File: config.mk
export PLATFORM = sky130hd
export DESIGN_NAME = sts_descrambler
export DESIGN_NICKNAME = d
export VERILOG_FILES = /design/src/rtl/dscr_pkg.sv /design/src/rtl/dscr_keygen.sv /design/src/rtl/dscr_ctrl.sv /design/src/rtl/dscr_datapath.sv /design/src/rtl/sts_descrambler.sv
export SDC_FILE = /design/constraint.sdc
export NUM_CORES = 1
export LEC_CHECK = 0
export ABC_AREA = 1
export CAP_MARGIN = 20
export CORE_MARGIN = 1.5
export CORE_UTILIZATION = 41
export CTS_BUF_LIST = sky130_fd_sc_hd__clkbuf_8
export DETAILED_ROUTE_END_ITERATION = 12
export DONT_BUFFER_PORTS = 1
export PLACE_DENSITY_LB_ADDON = 0.12
export SLEW_MARGIN = 0
export SYNTH_ARGS = -nofsm -noshare
export SYNTH_HDL_FRONTEND = slang
export SYNTH_SLANG_ARGS = --single-unit
File: constraint.sdc
create_clock -name clk -period 2.25 [get_ports clk]
set_input_delay 0.5625 -clock clk [delete_from_list [all_inputs] [get_ports clk]]
set_output_delay 0.5625 -clock clk [all_outputs]
set_load 0.1 [all_outputs]
File: src/rtl/dscr_pkg.sv
package dscr_pkg;

  // Per-word strobes from control to datapath
  typedef struct packed {
    logic take;      // a word is consumed this cycle
    logic loadSeed;  // reload generator with all ones
    logic advance;   // step generator one word
    logic apply;     // XOR key onto the word
  } dscrStrobe_t;

endpackage

File: src/rtl/dscr_keygen.sv
module dscr_keygen #(
  parameter int LFSR_W = 7,
  parameter int WORD_W = 32
) (
  input  logic              clk,
  input  logic              rstN,
  input  logic              loadSeed,
  input  logic              advance,
  output logic [WORD_W-1:0] keyWord
);

  localparam int OUT_W = WORD_W + LFSR_W;

  logic [LFSR_W-1:0] seqState;
  logic [LFSR_W-1:0] stepState;

  // Unrolled WORD_W serial steps; first emitted bit lands in the MSB
  function automatic logic [OUT_W-1:0] runWord(input logic [LFSR_W-1:0] s0);
    logic [LFSR_W-1:0] s;
    logic [WORD_W-1:0] k;
    s = s0;
    k = '0;
    for (int i = 0; i < WORD_W; i++) begin
      k[WORD_W-1-i] = s[LFSR_W-1];
      s = {s[LFSR_W-2:0], s[LFSR_W-1] ^ s[LFSR_W-2]};
    end
    return {k, s};
  endfunction

  assign {keyWord, stepState} = runWord(seqState);

  always_ff @(posedge clk) begin
    if (!rstN) begin
      seqState <= '1;
    end else if (loadSeed) begin
      seqState <= '1;
    end else if (advance) begin
      seqState <= stepState;
    end
  end

  // seed reload lands as all ones
  a_r5_seed_load: assert property (@(posedge clk) disable iff (!rstN)
    loadSeed |=> seqState == '1);

  // maximal-length generator never reaches the lock-up state
  a_r5_state_nonzero: assert property (@(posedge clk) disable iff (!rstN)
    seqState != '0);

  // no step without a consumed word
  a_r9_state_hold: assert property (@(posedge clk) disable iff (!rstN)
    !loadSeed && !advance |=> $stable(seqState));

endmodule

File: src/rtl/dscr_ctrl.sv
module dscr_ctrl
  import dscr_pkg::*;
#(
  parameter int FRAME_WORDS = 9720,
  parameter int OH_WORDS    = 36
) (
  input  logic        clk,
  input  logic        rstN,
  input  logic        validIn,
  input  logic        frameIn,
  input  logic        inhibitIn,
  output dscrStrobe_t strobe
);

  localparam int IDX_W = $clog2(FRAME_WORDS);
  localparam logic [IDX_W-1:0] LAST_IDX = IDX_W'(FRAME_WORDS - 1);
  localparam logic [IDX_W-1:0] OH_END   = IDX_W'(OH_WORDS);

  logic [IDX_W-1:0] nextIdx;   // position of the next accepted word
  logic [IDX_W-1:0] curIdx;    // position of the word on the inputs
  logic             synced;
  logic             curSynced;
  logic             inOh;
  logic             scrambled;

  always_comb begin
    curIdx    = frameIn ? '0 : nextIdx;
    curSynced = synced | frameIn;
    inOh      = curIdx < OH_END;
    scrambled = validIn & curSynced & ~inOh;

    strobe.take     = validIn;
    strobe.loadSeed = validIn & inOh;
    strobe.advance  = scrambled;
    strobe.apply    = scrambled & ~inhibitIn;
  end

  always_ff @(posedge clk) begin
    if (!rstN) begin
      nextIdx <= '0;
      synced  <= 1'b0;
    end else if (validIn) begin
      nextIdx <= (curIdx == LAST_IDX) ? '0 : curIdx + IDX_W'(1);
      synced  <= curSynced;
    end
  end

  // a marked word is position 0, so the next one is position 1
  a_r7_restart: assert property (@(posedge clk) disable iff (!rstN)
    validIn && frameIn |=> nextIdx == IDX_W'(1));

  // count wraps after the last position of a frame
  a_r8_wrap: assert property (@(posedge clk) disable iff (!rstN)
    validIn && !frameIn && nextIdx == LAST_IDX |=> nextIdx == '0);

  // idle cycles, marker or not, leave position and sync untouched
  a_r10_idle_hold: assert property (@(posedge clk) disable iff (!rstN)
    !validIn |=> $stable(nextIdx) && $stable(synced));

endmodule

File: src/rtl/dscr_datapath.sv
module dscr_datapath
  import dscr_pkg::*;
#(
  parameter int LFSR_W = 7,
  parameter int WORD_W = 32
) (
  input  logic              clk,
  input  logic              rstN,
  input  dscrStrobe_t       strobe,
  input  logic [WORD_W-1:0] dataIn,
  input  logic              frameIn,
  input  logic              speIn,
  output logic [WORD_W-1:0] dataOut,
  output logic              validOut,
  output logic              frameOut,
  output logic              speOut
);

  logic [WORD_W-1:0] keyWord;

  dscr_keygen #(
    .LFSR_W(LFSR_W),
    .WORD_W(WORD_W)
  ) u_keygen (
    .clk     (clk),
    .rstN    (rstN),
    .loadSeed(strobe.loadSeed),
    .advance (strobe.advance),
    .keyWord (keyWord)
  );

  always_ff @(posedge clk) begin
    if (!rstN) begin
      dataOut  <= '0;
      validOut <= 1'b0;
      frameOut <= 1'b0;
      speOut   <= 1'b0;
    end else begin
      validOut <= strobe.take;
      frameOut <= strobe.take & frameIn;
      speOut   <= strobe.take & speIn;
      if (strobe.take) begin
        dataOut <= strobe.apply ? (dataIn ^ keyWord) : dataIn;
      end
    end
  end

  // output word held through idle cycles
  a_r9_data_hold: assert property (@(posedge clk) disable iff (!rstN)
    !strobe.take |=> $stable(dataOut));

endmodule

File: src/rtl/sts_descrambler.sv
module sts_descrambler
  import dscr_pkg::*;
#(
  parameter int WORD_W      = 32,
  parameter int LFSR_W      = 7,
  parameter int FRAME_WORDS = 9720,
  parameter int OH_WORDS    = 36
) (
  input  logic              clk,
  input  logic              rstN,
  input  logic [WORD_W-1:0] dataIn,
  input  logic              validIn,
  input  logic              frameIn,
  input  logic              speIn,
  input  logic              inhibitIn,
  output logic [WORD_W-1:0] dataOut,
  output logic              validOut,
  output logic              frameOut,
  output logic              speOut
);

  dscrStrobe_t strobe;

  dscr_ctrl #(
    .FRAME_WORDS(FRAME_WORDS),
    .OH_WORDS   (OH_WORDS)
  ) u_ctrl (
    .clk      (clk),
    .rstN     (rstN),
    .validIn  (validIn),
    .frameIn  (frameIn),
    .inhibitIn(inhibitIn),
    .strobe   (strobe)
  );

  dscr_datapath #(
    .LFSR_W(LFSR_W),
    .WORD_W(WORD_W)
  ) u_datapath (
    .clk     (clk),
    .rstN    (rstN),
    .strobe  (strobe),
    .dataIn  (dataIn),
    .frameIn (frameIn),
    .speIn   (speIn),
    .dataOut (dataOut),
    .validOut(validOut),
    .frameOut(frameOut),
    .speOut  (speOut)
  );

  // markers delayed by exactly one clock
  a_r1_frame_delay: assert property (@(posedge clk) disable iff (!rstN)
    validIn |=> frameOut == $past(frameIn) && speOut == $past(speIn) && validOut);

  // inhibited word leaves unchanged
  a_r6_inhibit_pass: assert property (@(posedge clk) disable iff (!rstN)
    validIn && inhibitIn |=> dataOut == $past(dataIn));

  // markers quiet after an idle cycle
  a_r10_gap_quiet: assert property (@(posedge clk) disable iff (!rstN)
    !validIn |=> !validOut && !frameOut && !speOut);

endmodule

# == Word-level counts from Yosys, hierarchy flattened ==
# Index checks and enable logic that the tools add are counted.
# totals
regBits,57
latch_bits,0
mem_bits_rw,0
mem_bits_ro,0
output_inout_bits,35
elab_cells,57
memories,0
# op_classes
add_sub_neg,1
n_mul,0
n_div,0
n_lt_le_gt_ge,1
eq_ne,1
n_shift,0
n_mux,3
n_bitwise,43
n_reduce_logical,1
# op_table
op,n
32-bit two-way mux,1
1-bit XOR,32
32-bit XOR,1
14-bit two-way mux,2
14-bit by 1-bit adder with 14-bit output (second input constant),1
14-bit equality test (second input constant),1
14-bit by 6-bit < comparator with 1-bit output (second input constant),1
1-bit AND,6
1-bit NOT,3
2-bit OR reduction,1
1-bit bitwise OR,1

# == Longest topological paths before layout ==
# depth
ltp_word,7
mapped_depth,14

# == By module ==
# A second synthesis with hierarchy kept.
# unflattened
cells_unflattened,588
area_unflattened_um2,3719.8
# modules_own_cells
module,n_inst,cells_each,area_per_inst_um2,seq_area_each_um2
dscr_datapath,1,282,1851.8,700.7
dscr_ctrl,1,169,1076.0,300.3
dscr_keygen,1,137,792.0,140.1

# == Least setup slack after synthesis ==
# Ideal clock, no wire load.
# synth_timing
path_type,input-to-reg
start,input port frameIn
end,register u_ctrl.nextIdx[10]
setup_ns,0.128
t_arrival_ns,1.756
required_time_ns,2.122
setup_slack_ns,0.366
path_stages,11
path_buffers,0
cell_sequence,nor2_1 ha_1 inv_1 nor2_1 nand2_1 nor2_1 nand2_1 xnor2_1 inv_1 a22oi_1 nor2_1
# synth_between
elab_chain_cells,3
elab_cells_between_ends,4
cone_classes,1 x add/sub; 1 x eq/ne; 2 x mux
# synth_rtl
element,line,rtl
start: declaration,sts_descrambler.sv:13,"input logic frameIn,"
14-bit two-way mux *,dscr_ctrl.sv:27,curIdx = frameIn ? '0 : nextIdx;
14-bit by 1-bit adder with 14-bit output / 14-bit equality test (equally long branches),dscr_ctrl.sv:43,nextIdx <= (curIdx == LAST_IDX) ? '0 : curIdx + IDX_W'(1);
14-bit two-way mux *,dscr_ctrl.sv:43,
end signal: assignment,dscr_ctrl.sv:43,
end: declaration,dscr_ctrl.sv:19,logic [IDX_W-1:0] nextIdx;
# Mark *: on every way between the ends. The rest lies on a longest branch, timed or not.
# A chain may end at the register's enable or synchronous reset.

# == Worst setup path in the final report ==
# layout_timing
start,register u_ctrl.nextIdx[0]
end,register u_ctrl.nextIdx[10]
# layout_between
elab_chain_cells,3
elab_cells_between_ends,4
cone_classes,1 x add/sub; 1 x eq/ne; 2 x mux
# layout_rtl
element,line
14-bit two-way mux *,dscr_ctrl.sv:27
14-bit by 1-bit adder with 14-bit output / 14-bit equality test (equally long branches),dscr_ctrl.sv:43
14-bit two-way mux *,dscr_ctrl.sv:43
# Marked as above.

==> flow_results.xml <==
<?xml version="1.0" encoding="UTF-8"?>
<metrics>
  <group name="detailed_routing">
    <metric name="route.antenna.remaining_nets" unit="">0</metric>
    <metric name="via_total_after_detailed_routing" unit="">3379</metric>
    <metric name="drt_drc_violations_left" unit="">0</metric>
    <metric name="detail_route.vias_per_cell" unit="">4.904</metric>
    <metric name="detailedRoute.firstIterationViolations" unit="">144</metric>
    <metric name="routed_wl" unit="mm">8.991</metric>
    <metric name="first_pass_iters" unit="">4</metric>
    <metric name="post_drt_wl_per_cell" unit="um">13.05</metric>
  </group>
  <group name="critical_path">
    <metric name="crit_path_start" unit="">u_ctrl.nextIdx[0]</metric>
    <metric name="timing.critical_path.required" unit="ps">2470</metric>
    <metric name="setup.worst_path.class" unit="">flop to flop</metric>
    <metric name="maximum_fanout_along_the_worst_path" unit="">3</metric>
    <metric name="slowest_stage" unit="">sky130_fd_sc_hd__dfxtp_1</metric>
    <metric name="setup.reg_to_reg.worst_slack" unit="ps">450</metric>
    <metric name="r2r_end" unit="">u_ctrl.nextIdx[10]</metric>
    <metric name="timing.rr.start" unit="">u_ctrl.nextIdx[0]</metric>
    <metric name="critical_path.max_stage_delay" unit="ps">330</metric>
    <metric name="worst_reg_to_reg_cells" unit="">12</metric>
    <metric name="timing.critical_path.arrival" unit="ps">2020</metric>
    <metric name="cp_cell_sequence" unit="">inv_1, nor2_1, ha_1, inv_1, nor2_1, nand2_1, nor2_1, nand2_1, xnor2_1, inv_1, a22oi_1, nor2_1</metric>
    <metric name="cp_num_buf_inv" unit="">3</metric>
    <metric name="worst_setup_path_start_kind" unit="">flop</metric>
    <metric name="worst_setup_path_end_kind" unit="">flop</metric>
    <metric name="crit_family" unit="">simple AND/OR/NAND/NOR gates</metric>
    <metric name="critical-path-top-cell-by-count" unit="">sky130_fd_sc_hd__nor2_1</metric>
  </group>
  <group name="final_layout">
    <metric name="finalNonFillerCells" unit="">689</metric>
    <metric name="nets" unit="">618</metric>
    <metric name="layout_commonest_cell" unit="">sky130_fd_sc_hd__nand2_1</metric>
    <metric name="post_route_cells_drive_above_1_share" unit="%">15.24</metric>
    <metric name="layout.filler_cells" unit="">878</metric>
    <metric name="multi_input_comb_area" unit="sq mm">0.001991</metric>
    <metric name="seqCellArea" unit="sq mm">0.001141</metric>
    <metric name="antenna_cells" unit="">0</metric>
    <metric name="highest_count_cells_in_the_layout_ignoring_fill_and_taps" unit="">sky130_fd_sc_hd__nand2_1, sky130_fd_sc_hd__inv_1, sky130_fd_sc_hd__dfxtp_1</metric>
    <metric name="layout-area-overhead-vs-synth" unit="%">17.20</metric>
  </group>
  <group name="synthesis">
    <metric name="yosys_warnings" unit="">0</metric>
    <metric name="synth.cell_area" unit="sq mm">0.003527</metric>
    <metric name="largest_cells_by_area_after_synthesis" unit="">sky130_fd_sc_hd__dfxtp_1, sky130_fd_sc_hd__nand2_1, sky130_fd_sc_hd__inv_1</metric>
    <metric name="synth-seq-area-share" unit="%">32.35</metric>
    <metric name="syn_nets" unit="">583</metric>
    <metric name="synthesized_instance_count" unit="">544</metric>
    <metric name="synth_area_per_cell" unit="sq um">6.484</metric>
    <metric name="synth.largest_area_cell" unit="">sky130_fd_sc_hd__dfxtp_1</metric>
    <metric name="synth.ff_latch_count" unit="">57</metric>
    <metric name="synth.distinct_cells" unit="">33</metric>
    <metric name="area_share_of_the_largest_cell_type_after_synthesis" unit="%">32.35</metric>
  </group>
  <group name="sta">
    <metric name="period_minus_slack" unit="ps">1800</metric>
    <metric name="tns" unit="ps">0</metric>
    <metric name="report.final.hold_viol_count" unit="">0</metric>
    <metric name="slew_headroom" unit="%">63.14</metric>
    <metric name="slew_at_the_pin_closest_to_its_max_slew_limit" unit="ps">549.0</metric>
    <metric name="final-max-slew-violation-count" unit="">0</metric>
    <metric name="grt_setup_unrepaired" unit="">no</metric>
    <metric name="final_min_period_over_clock_period" unit="%">79.99</metric>
    <metric name="setup_viol" unit="">0</metric>
    <metric name="max_freq" unit="GHz">0.5556</metric>
    <metric name="clock_skew" unit="ps">10.51</metric>
  </group>
  <group name="global_routing">
    <metric name="first_global_vias" unit="">3121</metric>
    <metric name="grt_start_max_net_pins" unit="">44</metric>
    <metric name="grt_util_all_layers" unit="%">21.16</metric>
    <metric name="antenna_found_initial" unit="">0</metric>
    <metric name="gr-total-overflow" unit="">0</metric>
    <metric name="global_route_wire_length_before_repair" unit="mm">14.86</metric>
  </group>
  <group name="run_status">
    <metric name="outcome" unit="">complete, no violations</metric>
  </group>
  <group name="clocking">
    <metric name="ctsHtreeMaxLevel" unit="">3</metric>
    <metric name="cts_tree" unit="">yes</metric>
    <metric name="clock_sinks" unit="">57</metric>
    <metric name="cts_buffers" unit="">9</metric>
    <metric name="clk_transition_reported_paths" unit="ps">70</metric>
    <metric name="clk_path_buf_depth" unit="">2</metric>
    <metric name="number_of_setup_buffers_added_after_cts" unit="">0</metric>
    <metric name="clock_insertion_delay_worst_skew" unit="ps">350</metric>
    <metric name="cts_root_buffer" unit="">sky130_fd_sc_hd__clkbuf_8</metric>
    <metric name="cts_hold_repair.buffers" unit="">0</metric>
    <metric name="cts.repair.resized" unit="">0</metric>
  </group>
  <group name="hold_path">
    <metric name="hold_path_startpoint" unit="">speIn</metric>
    <metric name="worst_hold_path.num_cells" unit="">2</metric>
    <metric name="worstHoldEndpoint" unit="">u_datapath.speOut</metric>
    <metric name="worst_hold_check_path_type" unit="">input pin to flop</metric>
  </group>
  <group name="power_and_ir_drop">
    <metric name="power.density_cell_area" unit="mW/mm^2">652.7</metric>
    <metric name="max-vdd-ir-drop" unit="uV">340.1</metric>
    <metric name="power.static_leakage" unit="nW">2.127</metric>
  </group>
  <group name="floorplan">
    <metric name="die_y" unit="um">95.75</metric>
    <metric name="num_io_pins" unit="">73</metric>
    <metric name="fp-row-count" unit="">33</metric>
    <metric name="initial_core_utilization" unit="%">42.71</metric>
    <metric name="die_w" unit="um">95.75</metric>
    <metric name="design.die.area" unit="sq mm">0.009168</metric>
    <metric name="core_region_area" unit="sq mm">0.008258</metric>
  </group>
  <group name="placed_design">
    <metric name="hpwlAfterDp" unit="mm">6.571</metric>
    <metric name="port_buffers" unit="">0</metric>
    <metric name="globalplace.congestion" unit="">0.9017</metric>
    <metric name="dp.cells" unit="">673</metric>
  </group>
  <group name="run">
    <metric name="max-cap-violations" unit="">0</metric>
  </group>
</metrics>
==> worst register-to-register path: stages, from the launching register on <==
cell and delay [ps]:
sky130_fd_sc_hd__dfxtp_1 330, sky130_fd_sc_hd__inv_1 50, sky130_fd_sc_hd__nor2_1 150, sky130_fd_sc_hd__ha_1 190
sky130_fd_sc_hd__inv_1 40, sky130_fd_sc_hd__nor2_1 140, sky130_fd_sc_hd__nand2_1 90, sky130_fd_sc_hd__nor2_1 220
sky130_fd_sc_hd__nand2_1 100, sky130_fd_sc_hd__xnor2_1 140, sky130_fd_sc_hd__inv_1 50, sky130_fd_sc_hd__a22oi_1 130
sky130_fd_sc_hd__nor2_1 50
==> synthesized netlist by cell type, drive strengths merged <==
cell,number
a21oi,18
a221oi,1
a22oi,1
a31o,2
a31oi,1
buf,15
clkbuf,12
dfxtp,57
ha,1
inv,68
nand2,184
nand3,45
nand3b,22
nand4,4
nor2,32
nor3,5
o211ai,3
o21ai,41
o21bai,1
or2,1
xnor2,12
xor2,18
==> stage by stage <==
step / instance area (sq um) / hold WS, ps / total power, mW / utilization (%) / worst slack (ps)
floorplan: 3527 / 445.3 / 1.617 / - / 365.9
global placement: 3926 / 452.5 / 1.703 / 47.55 / 230.7
CTS: 4134 / 306.5 / 2.725 / 50.06 / 457.6
detailed placement: 3926 / 468.2 / 1.708 / 47.55 / 173.9
finish: 4134 / 319.6 / 2.698 / 50.06 / 450.2
global route: 4134 / 314.9 / 2.813 / 50.06 / 205.9
==> kinds of logic after synthesis <==
family	after synthesis	share of synthesized area, %
xor gates and xnor gates	30	7.449
and+or+nand+nor	293	38.17
adders and majority gates	1	0.3547
DFF	57	32.35
buffers and inverters	95	11.21
AOI/OAI and AO/OA	68	10.47
==> layer usage <==
layer | vias up | GRT usage, % | part of all wire (%)
met5 | - | 0 | 0
met4 | 0 | 7.353 | 1.3
met3 | 11 | 6.398 | 7.3
met2 | 78 | 31.75 | 43
met1 | 1510 | 28.58 | 48
li1 | 1780 | - | -
==> sequential cells by signal (all words and copies together), names as in the netlist <==
name	flops
u_datapath.dataOut	32
u_ctrl.nextIdx	14
u_datapath.u_keygen.seqState	7
u_ctrl.synced	1
u_datapath.frameOut	1
u_datapath.speOut	1
u_datapath.validOut	1
==> worst max path at each step <==
stage                                        to  slack, ps  cells past startpoint
after detailed placement  u_datapath.dataOut[0]        170                     13
after floorplan              u_ctrl.nextIdx[10]        370                     11
after global routing         u_ctrl.nextIdx[10]        210                     12
final                        u_ctrl.nextIdx[10]        450                     12
after CTS                    u_ctrl.nextIdx[10]        460                     12
after global placement       u_ctrl.nextIdx[10]        230                     10
==> where the power goes <==
group          switching, mW  internal, mW  total (mW)
clock                  0.424         0.593        1.02
sequential            0.0195          1.06        1.08
combinational          0.473         0.127       0.600
total                  0.916          1.78        2.70
==> layout make-up <==
| cell class | instances | area share (%) |
|---|---|---|
| clock buffer | 12 | 3.995 |
| clock inverter | 4 | 1.029 |
| inverter | 68 | 6.174 |
| multi-input combinational | 392 | 48.15 |
| sequential | 57 | 27.60 |
| tap | 105 | 3.178 |
| timing repair buffer | 51 | 9.867 |
No activity file was read; power rests on OpenSTA's default activity.
